`config.mk`:
```
export PLATFORM = sky130hd
export DESIGN_NAME = uart_tx_dbuf
export DESIGN_NICKNAME = d
export VERILOG_FILES = /design/src/rtl/uart_tx_pkg.sv /design/src/rtl/uart_tx_baud.sv /design/src/rtl/uart_tx_holdbuf.sv /design/src/rtl/uart_tx_shifter.sv /design/src/rtl/uart_tx_dbuf.sv
export SDC_FILE = /design/constraint.sdc
export NUM_CORES = 1
export LEC_CHECK = 0
export CAP_MARGIN = 10
export CORE_AREA = 4 4 89 74
export CTS_CLUSTER_DIAMETER = 60
export DETAILED_ROUTE_END_ITERATION = 8
export DIE_AREA = 0 0 93 78
export DONT_BUFFER_PORTS = 1
export PLACE_DENSITY = 0.65
export SYNTH_ARGS = -nofsm -noshare
export SYNTH_HDL_FRONTEND = slang
export SYNTH_SLANG_ARGS = --single-unit
```
`constraint.sdc`:
```
create_clock -name clk -period 2.1 [get_ports clk]
set_input_delay 0.42 -clock clk [delete_from_list [all_inputs] [get_ports clk]]
set_output_delay 0.42 -clock clk [all_outputs]
set_load 0.05 [all_outputs]
```
`src/rtl/uart_tx_pkg.sv`:
```
package uart_tx_pkg;
   // clock groups per bit in each speed mode
   localparam int unsigned OVS_NORMAL = 16;
   localparam int unsigned OVS_DOUBLE = 8;
   // width of the in-bit group counter, sized for the slower mode
   localparam int unsigned OVS_W      = $clog2(OVS_NORMAL);
   // framing bits around the data field: start + stop
   localparam int unsigned FRAME_XTRA = 2;
endpackage

```
`src/rtl/uart_tx_baud.sv`:
```
module uart_tx_baud #(
   parameter int unsigned DIV_W = 12
) (
   input  logic             clk,
   input  logic             rst_n,
   input  logic             run,
   input  logic [DIV_W-1:0] divisor,
   output logic             tick
);
   logic [DIV_W-1:0] cnt_q;
   logic             wrap;

   assign wrap = (cnt_q == divisor);
   assign tick = run && wrap;

   // counter is held at zero while idle so the first bit starts aligned
   always_ff @(posedge clk or negedge rst_n) begin
      if (!rst_n)       cnt_q <= '0;
      else if (!run)    cnt_q <= '0;
      else if (wrap)    cnt_q <= '0;
      else              cnt_q <= cnt_q + 1'b1;
   end
endmodule

```
`src/rtl/uart_tx_holdbuf.sv`:
```
module uart_tx_holdbuf #(
   parameter int unsigned DATA_W = 8
) (
   input  logic              clk,
   input  logic              rst_n,
   input  logic              wr_valid,
   input  logic [DATA_W-1:0] wr_data,
   input  logic              done_clr,
   input  logic              load,
   input  logic              frame_end,
   output logic              hold_full,
   output logic [DATA_W-1:0] hold_data,
   output logic              tx_done
);
   logic wr_acc;

   assign wr_acc = wr_valid && !hold_full;

   always_ff @(posedge clk or negedge rst_n) begin
      if (!rst_n) begin
         hold_full <= 1'b0;
         hold_data <= '0;
      end else if (load) begin
         hold_full <= 1'b0;
      end else if (wr_acc) begin
         hold_full <= 1'b1;
         hold_data <= wr_data;
      end
   end

   // set has priority over the clear strobe; an accepted write clears
   always_ff @(posedge clk or negedge rst_n) begin
      if (!rst_n)                                   tx_done <= 1'b0;
      else if (frame_end && !hold_full && !wr_acc)  tx_done <= 1'b1;
      else if (wr_acc || done_clr)                  tx_done <= 1'b0;
   end

   assert_full_write_ignored_R6: assert property (@(posedge clk) disable iff (!rst_n)
      (hold_full && !load && wr_valid) |=> (hold_full && $stable(hold_data)));

   assert_empty_after_load_R5: assert property (@(posedge clk) disable iff (!rst_n)
      load |=> !hold_full);

   assert_done_only_drained_R8: assert property (@(posedge clk) disable iff (!rst_n)
      $rose(tx_done) |-> !hold_full);
endmodule

```
`src/rtl/uart_tx_shifter.sv`:
```
module uart_tx_shifter
   import uart_tx_pkg::*;
#(
   parameter int unsigned DATA_W = 8,
   parameter bit          DBL_EN = 1'b1
) (
   input  logic              clk,
   input  logic              rst_n,
   input  logic              dbl_speed,
   input  logic              tick,
   input  logic              hold_full,
   input  logic [DATA_W-1:0] hold_data,
   output logic              load,
   output logic              frame_end,
   output logic              busy,
   output logic              line
);
   localparam int unsigned FRAME_W  = DATA_W + FRAME_XTRA;
   localparam int unsigned IDX_W    = $clog2(FRAME_W);
   localparam logic [IDX_W-1:0] LAST_IDX = IDX_W'(FRAME_W - 1);

   logic [FRAME_W-1:0] frame_q;
   logic [IDX_W-1:0]   bit_idx;
   logic [OVS_W-1:0]   sub_q;
   logic [OVS_W-1:0]   sub_last;
   logic               bit_end;

   generate
      if (DBL_EN) begin : g_dbl
         assign sub_last = dbl_speed ? OVS_W'(OVS_DOUBLE - 1) : OVS_W'(OVS_NORMAL - 1);
      end else begin : g_single
         logic unused_dbl;
         assign unused_dbl = dbl_speed;
         assign sub_last   = OVS_W'(OVS_NORMAL - 1);
      end
   endgenerate

   assign bit_end   = busy && tick && (sub_q == sub_last);
   assign frame_end = bit_end && (bit_idx == LAST_IDX);
   assign load      = hold_full && (!busy || frame_end);
   assign line      = busy ? frame_q[0] : 1'b1;

   always_ff @(posedge clk or negedge rst_n) begin
      if (!rst_n) begin
         busy    <= 1'b0;
         frame_q <= '1;
         bit_idx <= '0;
         sub_q   <= '0;
      end else if (load) begin
         busy    <= 1'b1;
         frame_q <= {1'b1, hold_data, 1'b0};
         bit_idx <= '0;
         sub_q   <= '0;
      end else if (busy && tick) begin
         if (sub_q == sub_last) begin
            sub_q <= '0;
            if (bit_idx == LAST_IDX) begin
               busy <= 1'b0;
            end else begin
               bit_idx <= bit_idx + 1'b1;
               frame_q <= {1'b1, frame_q[FRAME_W-1:1]};
            end
         end else begin
            sub_q <= sub_q + 1'b1;
         end
      end
   end

   assert_start_low_R2: assert property (@(posedge clk) disable iff (!rst_n)
      $rose(busy) |-> !line);

   assert_tick_only_busy_R3: assert property (@(posedge clk) disable iff (!rst_n)
      tick |-> busy);
endmodule

```
`src/rtl/uart_tx_dbuf.sv`:
```
module uart_tx_dbuf #(
   parameter int unsigned DIV_W  = 12,
   parameter int unsigned DATA_W = 8,
   parameter bit          DBL_EN = 1'b1
) (
   input  logic              clk,
   input  logic              rst_n,
   input  logic              tx_en,
   input  logic              dbl_speed,
   input  logic [DIV_W-1:0]  divisor,
   input  logic              wr_valid,
   input  logic [DATA_W-1:0] wr_data,
   input  logic              done_clr,
   input  logic              gpo_value,
   input  logic              irq_empty_en,
   input  logic              irq_done_en,
   output logic              tx_pin,
   output logic              buf_empty,
   output logic              tx_done,
   output logic              irq_empty,
   output logic              irq_done
);
   generate
      if (DIV_W < 1 || DIV_W > 16) begin : g_bad_div
         $error("uart_tx_dbuf: DIV_W must be 1..16");
      end
      if (DATA_W < 5 || DATA_W > 9) begin : g_bad_data
         $error("uart_tx_dbuf: DATA_W must be 5..9");
      end
   endgenerate

   logic              tick;
   logic              busy;
   logic              line;
   logic              load;
   logic              frame_end;
   logic              hold_full;
   logic [DATA_W-1:0] hold_data;

   uart_tx_baud #(.DIV_W(DIV_W)) u_baud (
      .clk     (clk),
      .rst_n   (rst_n),
      .run     (busy),
      .divisor (divisor),
      .tick    (tick)
   );

   uart_tx_holdbuf #(.DATA_W(DATA_W)) u_hold (
      .clk       (clk),
      .rst_n     (rst_n),
      .wr_valid  (wr_valid),
      .wr_data   (wr_data),
      .done_clr  (done_clr),
      .load      (load),
      .frame_end (frame_end),
      .hold_full (hold_full),
      .hold_data (hold_data),
      .tx_done   (tx_done)
   );

   uart_tx_shifter #(.DATA_W(DATA_W), .DBL_EN(DBL_EN)) u_shift (
      .clk       (clk),
      .rst_n     (rst_n),
      .dbl_speed (dbl_speed),
      .tick      (tick),
      .hold_full (hold_full),
      .hold_data (hold_data),
      .load      (load),
      .frame_end (frame_end),
      .busy      (busy),
      .line      (line)
   );

   assign buf_empty = !hold_full;
   assign tx_pin    = tx_en ? line : gpo_value;
   assign irq_empty = buf_empty && irq_empty_en;
   assign irq_done  = tx_done && irq_done_en;

   assert_load_when_free_R7: assert property (@(posedge clk) disable iff (!rst_n)
      load |-> (!busy || frame_end));
endmodule

```
==> results of run 1 <==
## worst paths after layout
check / slack [ps] / startpoint / cells past startpoint / to
worst min register to register: 490 / u_hold.hold_data[1] / 1 / u_shift.frame_q[2]
worst min-delay path: 270 / wr_data[1] / 1 / u_hold.hold_data[1]
max in group asynchronous: 1220 / rst_n / 2 / u_shift.frame_q[7]
worst max register to register: 40 / u_baud.cnt_q[8] / 6 / u_shift.bit_idx[2]
min in group asynchronous: 620 / rst_n / 2 / u_shift.sub_q[0]
worst max-delay path: 40 / u_baud.cnt_q[8] / 6 / u_shift.bit_idx[2]
## cell type report
cell class              instances  area, um2  share of cell area [%]
repair buffers                 28        225                    8.63
well taps                      81        101                    3.88
multi-input cells             156       1170                    44.7
flip-flops and latches         40       1010                    38.8
clock inverters                 1       5.00                   0.192
inverters                       6       22.5                   0.863
clock buffers                   7       76.3                    2.93
## layer usage
metal / part of all wire (%) / GRT usage, % / vias to the layer above
met5: 0 / 0 / -
li1: - / - / 795
met4: 1.0 / 4.39 / 0
met3: 6.0 / 3.39 / 5
met1: 49 / 20.0 / 787
met2: 44 / 18.5 / 47
## power by group
part	switching (mW)	leakage, nW	internal, mW
Combinational	0.318	0.655	0.330
Sequential	0.141	0.485	0.972
Clock	0.266	0.0422	0.233
## what timing repair did
item | 4_1_cts | 5_1_grt
hold buffers | 2 | 0
buffers inserted | 0 | 8
resized for setup | 0 | 4
endpoints found under the hold margin | 40 | 0
endpoints found under the setup margin | 0 | 4
## stage by stage
| stage | utilization (%) | worst slack [ps] | cell area, um2 |
|---|---|---|---|
| 4_1_cts | 43.9 | 48.3 | 2530 |
| 5_1_grt | 45.3 | -80.2 | 2610 |
| 3_5_place_dp | 42.0 | 39.2 | 2420 |
| 6_report | 45.3 | 35.4 | 2610 |
| 2_1_floorplan | - | 180 | 2220 |
| 3_3_place_gp | 42.0 | 119 | 2420 |
## cells in the mapped netlist, types with 2 or more instances
cell and n:
a211o_1 3, a211o_2 3, a21oi_1 5, a31o_2 2
and2_1 4, and3_1 8, and3_2 2, clkbuf_1 6
dfrtp_1 31, dfstp_2 9, ha_1 4, inv_1 6
mux2_2 8, mux2i_1 7, nand2_1 8, nand2b_1 2
nand3_1 10, nand4_1 8, nor2_1 23, nor2b_1 7
nor4_4 3, o21ai_0 6, o31ai_1 2, or3_1 3
xor2_1 23
## flip-flops by register name (all words and copies together), names as in the netlist
signal	cells
u_baud.cnt_q	12
u_shift.frame_q	9
u_hold.hold_data	8
u_shift.bit_idx	4
u_shift.sub_q	4
u_hold.hold_full	1
u_hold.tx_done	1
u_shift.busy	1
## logic make-up (layout without fill, tap and decap cells)
group	Yosys count	count (layout)	synth area share (%)
compound gates	28	28	9.92
xor+xnor	24	24	9.47
simple gates	85	85	22.8
fa+ha+maj	4	4	2.25
mux	15	15	7.22
flops	40	40	45.6
buf+inv	14	42	2.76
==> reports/results.tsv, run 1 <==
stage	metric	value	unit
yosys	ys_seq_elements	40	
cts	cts.sinks	40	
sta	worst_hold_slack	272	ps
floorplan	fp.dieH	78	um
detailed_routing	wl_per_cell	14.5	um
detailed_routing	vias	1634	
sta	period_share	98.3	%
grt	grt_pass1_vias	1545	
setup_path	critical_path_class	flip-flop to flip-flop	
cells_and_area	final_cell_mix	dfrtp_1 (31), buf_4 (26), nor2_1 (23), xor2_1 (22), nand3_1 (10)	
yosys	async_flop_share	100	%
grt	grt_pass1_wl	7670	um
sta	rsz0062_at_grt	yes	
power	irDropWorstVdd	0.359	mV
yosys	syn_area	0.00222	mm2
sta	finalHoldViolCount	0	
cts	clockBufferDepth	2	
yosys	yosysUniqueCellTypes	42	
cells_and_area	layout-drive-gt1-share	29.0	%
yosys	synth.area.top_cells	dfrtp_1 (35%), dfstp_2 (11%), xor2_1 (9.1%)	
setup_path	critPathCaptureType	flip-flop	
sta	setup_viol	0	
run	cap_violations	0	
setup_path	cp_top_family	simple AND/OR/NAND/NOR gates	
sta	maxSlewHeadroom	67.6	%
sta	clock_skew	5.56	ps
cts	h-tree-depth	2	
sta	slew_viol_final	0	
setup_path	critical_path_buf_inv_count	1	
yosys	syn_inst	210	
floorplan	io_pins	34	
power	finalPower	2.26	mW
hold_path	hp-class	input pin to flip-flop	
yosys	ys_warn_count	0	
detailed_routing	dr.first_iter.drc_count	105	
setup_path	cp.arrival	2280	ps
outcome	status	finished clean	
setup_path	crit_path_cell_trace	xor2_1 -> nor4_4 -> buf_4 -> nand4_1 -> or4_1 -> a21oi_1	
yosys	synth_ff_type	dfrtp_1	
yosys	netlist.area_leader.share	34.9	%
floorplan	dieArea	0.00725	mm2
cells_and_area	fillers	589	
grt	grt_overflow	0	
yosys	avgSynthCellArea	10.6	um2
setup_path	crit_fanout	8	
place	gp_congestion	0.813	
cts	path_clk_slew	80	ps
place	port_buffers	0	
grt	grt_start_max_net_pins	41	
cts	cts_tree	yes	
floorplan	initial_core_util	38.6	%
grt	grt_usage	13.4	%
floorplan	die-width	93	um
place	dp_hpwl	3280	um
yosys	ys_seq_area_share	45.6	%
detailed_routing	avgViaCountPerCell	5.12	
yosys	synth-edff-count	0	
yosys	synth_nets	243	
setup_path	startpoint_type	flip-flop	
sta	max_freq	484	MHz
cells_and_area	nets	270	
cells_and_area	instances_no_fill	319	
floorplan	rows	25	
sta	min_period	2060	ps
yosys	yosysTopAreaCell	dfrtp_1	
sta	tns	0	ps
power	leakage	1.18	nW
floorplan	core_area	0.00576	mm2
power	power_density	867	mW/mm2
cells_and_area	antenna_cells	0	
cts	cts_buffers	5	
place	dp.cells	301	
setup_path	cp_slowest_stage_delay	480	ps
detailed_routing	ant_nets	0	
cells_and_area	layout_commonest_cell	dfrtp_1	
setup_path	cp_slowest_cell	or4_1	
detailed_routing	drcViolationCount	0	
setup_path	required	2320	ps
detailed_routing	first_pass_iters	4	
cells_and_area	area_growth	17.5	%
sta	worst_slew_pin_slew	490	ps
cts	cts_root_buf	clkbuf_8	
grt	antenna_found_initial	0	
cts	insertion_delay	290	ps
detailed_routing	drt-total-wl	4610	um
(Power assumes the default switching activity.)
==> inputs of run 2 (changes only) <==
==> constraint.sdc (replaced) <==
create_clock -name clk -period 2.1 [get_ports clk]
set_input_delay 0.315 -clock clk [delete_from_list [all_inputs] [get_ports clk]]
set_output_delay 0.315 -clock clk [all_outputs]
set_load 0.05 [all_outputs]
==> run 2 against run 1 <==
  * Die area stayed put
  * Non-clock buffer count down 7
  * Sequential power about the same
  * Critical path depth up 1
  * Utilization decreased by 0.26 points
  * Count of clock-buffer cells in the layout stayed put
  * Global-route usage is 0.35 points lower
  * Wire length decreased by 3.3%
  * Clock power increased by 37%
  * Largest power group unchanged
  * Setup slack improved by 54 ps
  * Register-to-register slack better by 50 ps
==> reports/results.tsv, run 2 (synthesis results as in run 1) <==
stage	metric	value	unit	change
cells_and_area	postLayoutCellArea	0.00259	mm2	-0.58%
detailed_routing	ant_nets	0		unchanged
setup_path	rrSetupSlack	90	ps	+50 ps
floorplan	io_pins	34		unchanged
cells_and_area	area_growth	16.9	%	
detailed_routing	vias	1590		-2.7%
run	cap_violations	0		unchanged
cts	h-tree-depth	2		unchanged
power	comb_power_share	24.4	%	-4.3 points
setup_path	crit_fanout	15		+7
cells_and_area	nets	263		-2.6%
setup_path	required	2310	ps	about the same
power	power_density	929	mW/mm2	+7.1%
sta	period_share	95.7	%	-2.6 points
cells_and_area	seq_area	0.00101	mm2	+0.12%
detailed_routing	drcViolationCount	0		unchanged
floorplan	initial_core_util	38.6	%	unchanged
power	leakage	1.17	nW	-1.4%
detailed_routing	avgViaCountPerCell	5.10		-0.51%
sta	worst_slack	89.3	ps	+53.9 ps
hold_path	hold_path_startpoint	wr_data[0]		
cells_and_area	instances_no_fill	312		-2.2%
cells_and_area	layout_commonest_cell	dfrtp_1		
cts	cts_root_buf	clkbuf_8		
power	p_switching	0.717	mW	-1.3%
setup_path	timing.rr.start	u_baud.cnt_q[9]		
place	port_buffers	0		unchanged
cells_and_area	reg.largest.list	u_baud.cnt_q: 12 flops, u_shift.frame_q: 9 flops, u_hold.hold_data: 8 flops		
cells_and_area	top_register	u_baud.cnt_q		
grt	grt_usage	13.0	%	-0.35 points
cells_and_area	antenna_cells	0		unchanged
grt	grt_pass1_wl	7400	um	-3.6%
power	irDropWorstVdd	0.316	mV	-12%
cells_and_area	fillers	567		-3.7%
sta	finalHoldViolCount	0		unchanged
sta	min_period	2010	ps	-53.9 ps
detailed_routing	first_pass_iters	4		unchanged
cts	clockBufferDepth	2		unchanged
grt	grt_overflow	0		unchanged
detailed_routing	drt-total-wl	4460	um	-3.3%
power	p_sw_share	29.8	%	-2.3 points
setup_path	critical_path_class	flip-flop to flip-flop		
floorplan	dieArea	0.00725	mm2	unchanged
place	dp_hpwl	3200	um	-2.5%
cells_and_area	multi_input_area	0.00115	mm2	-1.7%
sta	clock_skew	10.5	ps	+4.98 ps
cts	insertion_delay	290	ps	about the same
sta	slew_viol_final	0		unchanged
detailed_routing	dr.first_iter.drc_count	90		-14%
floorplan	core_area	0.00576	mm2	unchanged
setup_path	startpoint	u_baud.cnt_q[9]		
place	place_ws	58.5	ps	+19.3 ps
place	placed_area	0.00237	mm2	-1.9%
sta	maxSlewHeadroom	67.6	%	about the same
sta	max_freq	497	MHz	+2.7%
cells_and_area	final_cell_mix	dfrtp_1 (30), xor2_1 (23), nor2_1 (23), buf_4 (16), nand3_1 (10)		
setup_path	cp.arrival	2230	ps	-50 ps
setup_path	startpoint_type	flip-flop		
hold_path	hp-class	input pin to flip-flop		
cells_and_area	layout-drive-gt1-share	26.4	%	-2.6 points
cts	cts_buffers	5		unchanged
power	seq_power_share	47.1	%	-2.1 points
cells_and_area	largest_register_ffs	12		unchanged
floorplan	rows	25		unchanged
sta	worst_slew_pin_slew	490	ps	-0.0933 ps
sta	setup_viol	0		unchanged
cts	cts_tree	yes		
outcome	status	finished clean		
grt	antenna_found_initial	0		unchanged
cts	path_clk_slew	80	ps	about the same
place	gp_congestion	0.740		-9.0%
power	intPower	1.69	mW	+10%
grt	grt_start_max_net_pins	41		unchanged
sta	tns	0	ps	unchanged
floorplan	fp.dieH	78	um	unchanged
floorplan	die-width	93	um	unchanged
place	dp.cells	295		-2.0%
cts	cts.sinks	40		unchanged
grt	grt_pass1_vias	1511		-2.2%
setup_path	critPathCaptureType	flip-flop		
power	p_clk_share	28.5	%	+6.4 points
detailed_routing	wl_per_cell	14.3	um	-1.1%
run 2: changes by cell type in the layout (fill, tap and decap cells not counted), sizes merged:
cell,delta
bufinv,+1
buf,-7
clkinv,-1
run 2: final cells by class:
| type | count | share of cell area (%) |
|---|---|---|
| clock inverters | 1 | 1.16 |
| inverters | 6 | 0.868 |
| flip-flops and latches | 40 | 39.1 |
| clock buffers | 7 | 3.71 |
| well taps | 81 | 3.91 |
| multi-input cells | 156 | 44.2 |
| repair buffers | 21 | 7.09 |
run 2: per-stage QoR:
stage	util (%)	total power, mW	hold WS [ps]
3_5_place_dp	41.2	1.66	20.3
4_1_cts	43.9	2.38	153
6_report	45.1	2.41	165
3_3_place_gp	41.2	1.64	20.2
5_1_grt	45.1	2.56	148
2_1_floorplan	-	1.54	19.4
run 2: routing by layer:
metal  track usage, %  up-vias  part of all wire, %
li1                 -      785                    -
met1             17.7      767                   48
met2             19.6       30                   45
met3             3.59        8                  4.7
met4             5.27        0                  1.8
met5                0        -                    0
run 2: worst paths after layout:
path                                            end  cells after the start
worst min register to register   u_shift.frame_q[0]                      2
worst max register to register   u_shift.frame_q[7]                      7
min in group asynchronous           u_baud.cnt_q[4]                      2
max in group asynchronous        u_shift.frame_q[1]                      2
worst max-delay path             u_shift.frame_q[7]                      7
worst min-delay path            u_hold.hold_data[0]                      1
run 2: what timing repair did:
| item | 4_1_cts | 5_1_grt |
|---|---|---|
| hold endpoints to repair | 40 | 0 |
| resized for setup | 0 | 4 |
| buffers inserted | 0 | 7 |
| hold buffers | 2 | 0 |
| endpoints found under the setup margin | 0 | 14 |
run 2: power groups by stage:
stage	clock network, mW	logic [mW]	registers, mW
finish	0.687	0.588	1.13
global route	0.744	0.646	1.17
CTS	0.710	0.527	1.14
detailed placement	0	0.502	1.16
global placement	0	0.492	1.15
floorplan	0	0.442	1.10
run 2: worst max-delay path, cell delays in order (launching register included):
cell and delay [ps]:
dfrtp_1 430, xor2_1 180, nor4_4 330, buf_4 190, nand4_1 130, buf_6 200
and3_1 170, a221o_2 290
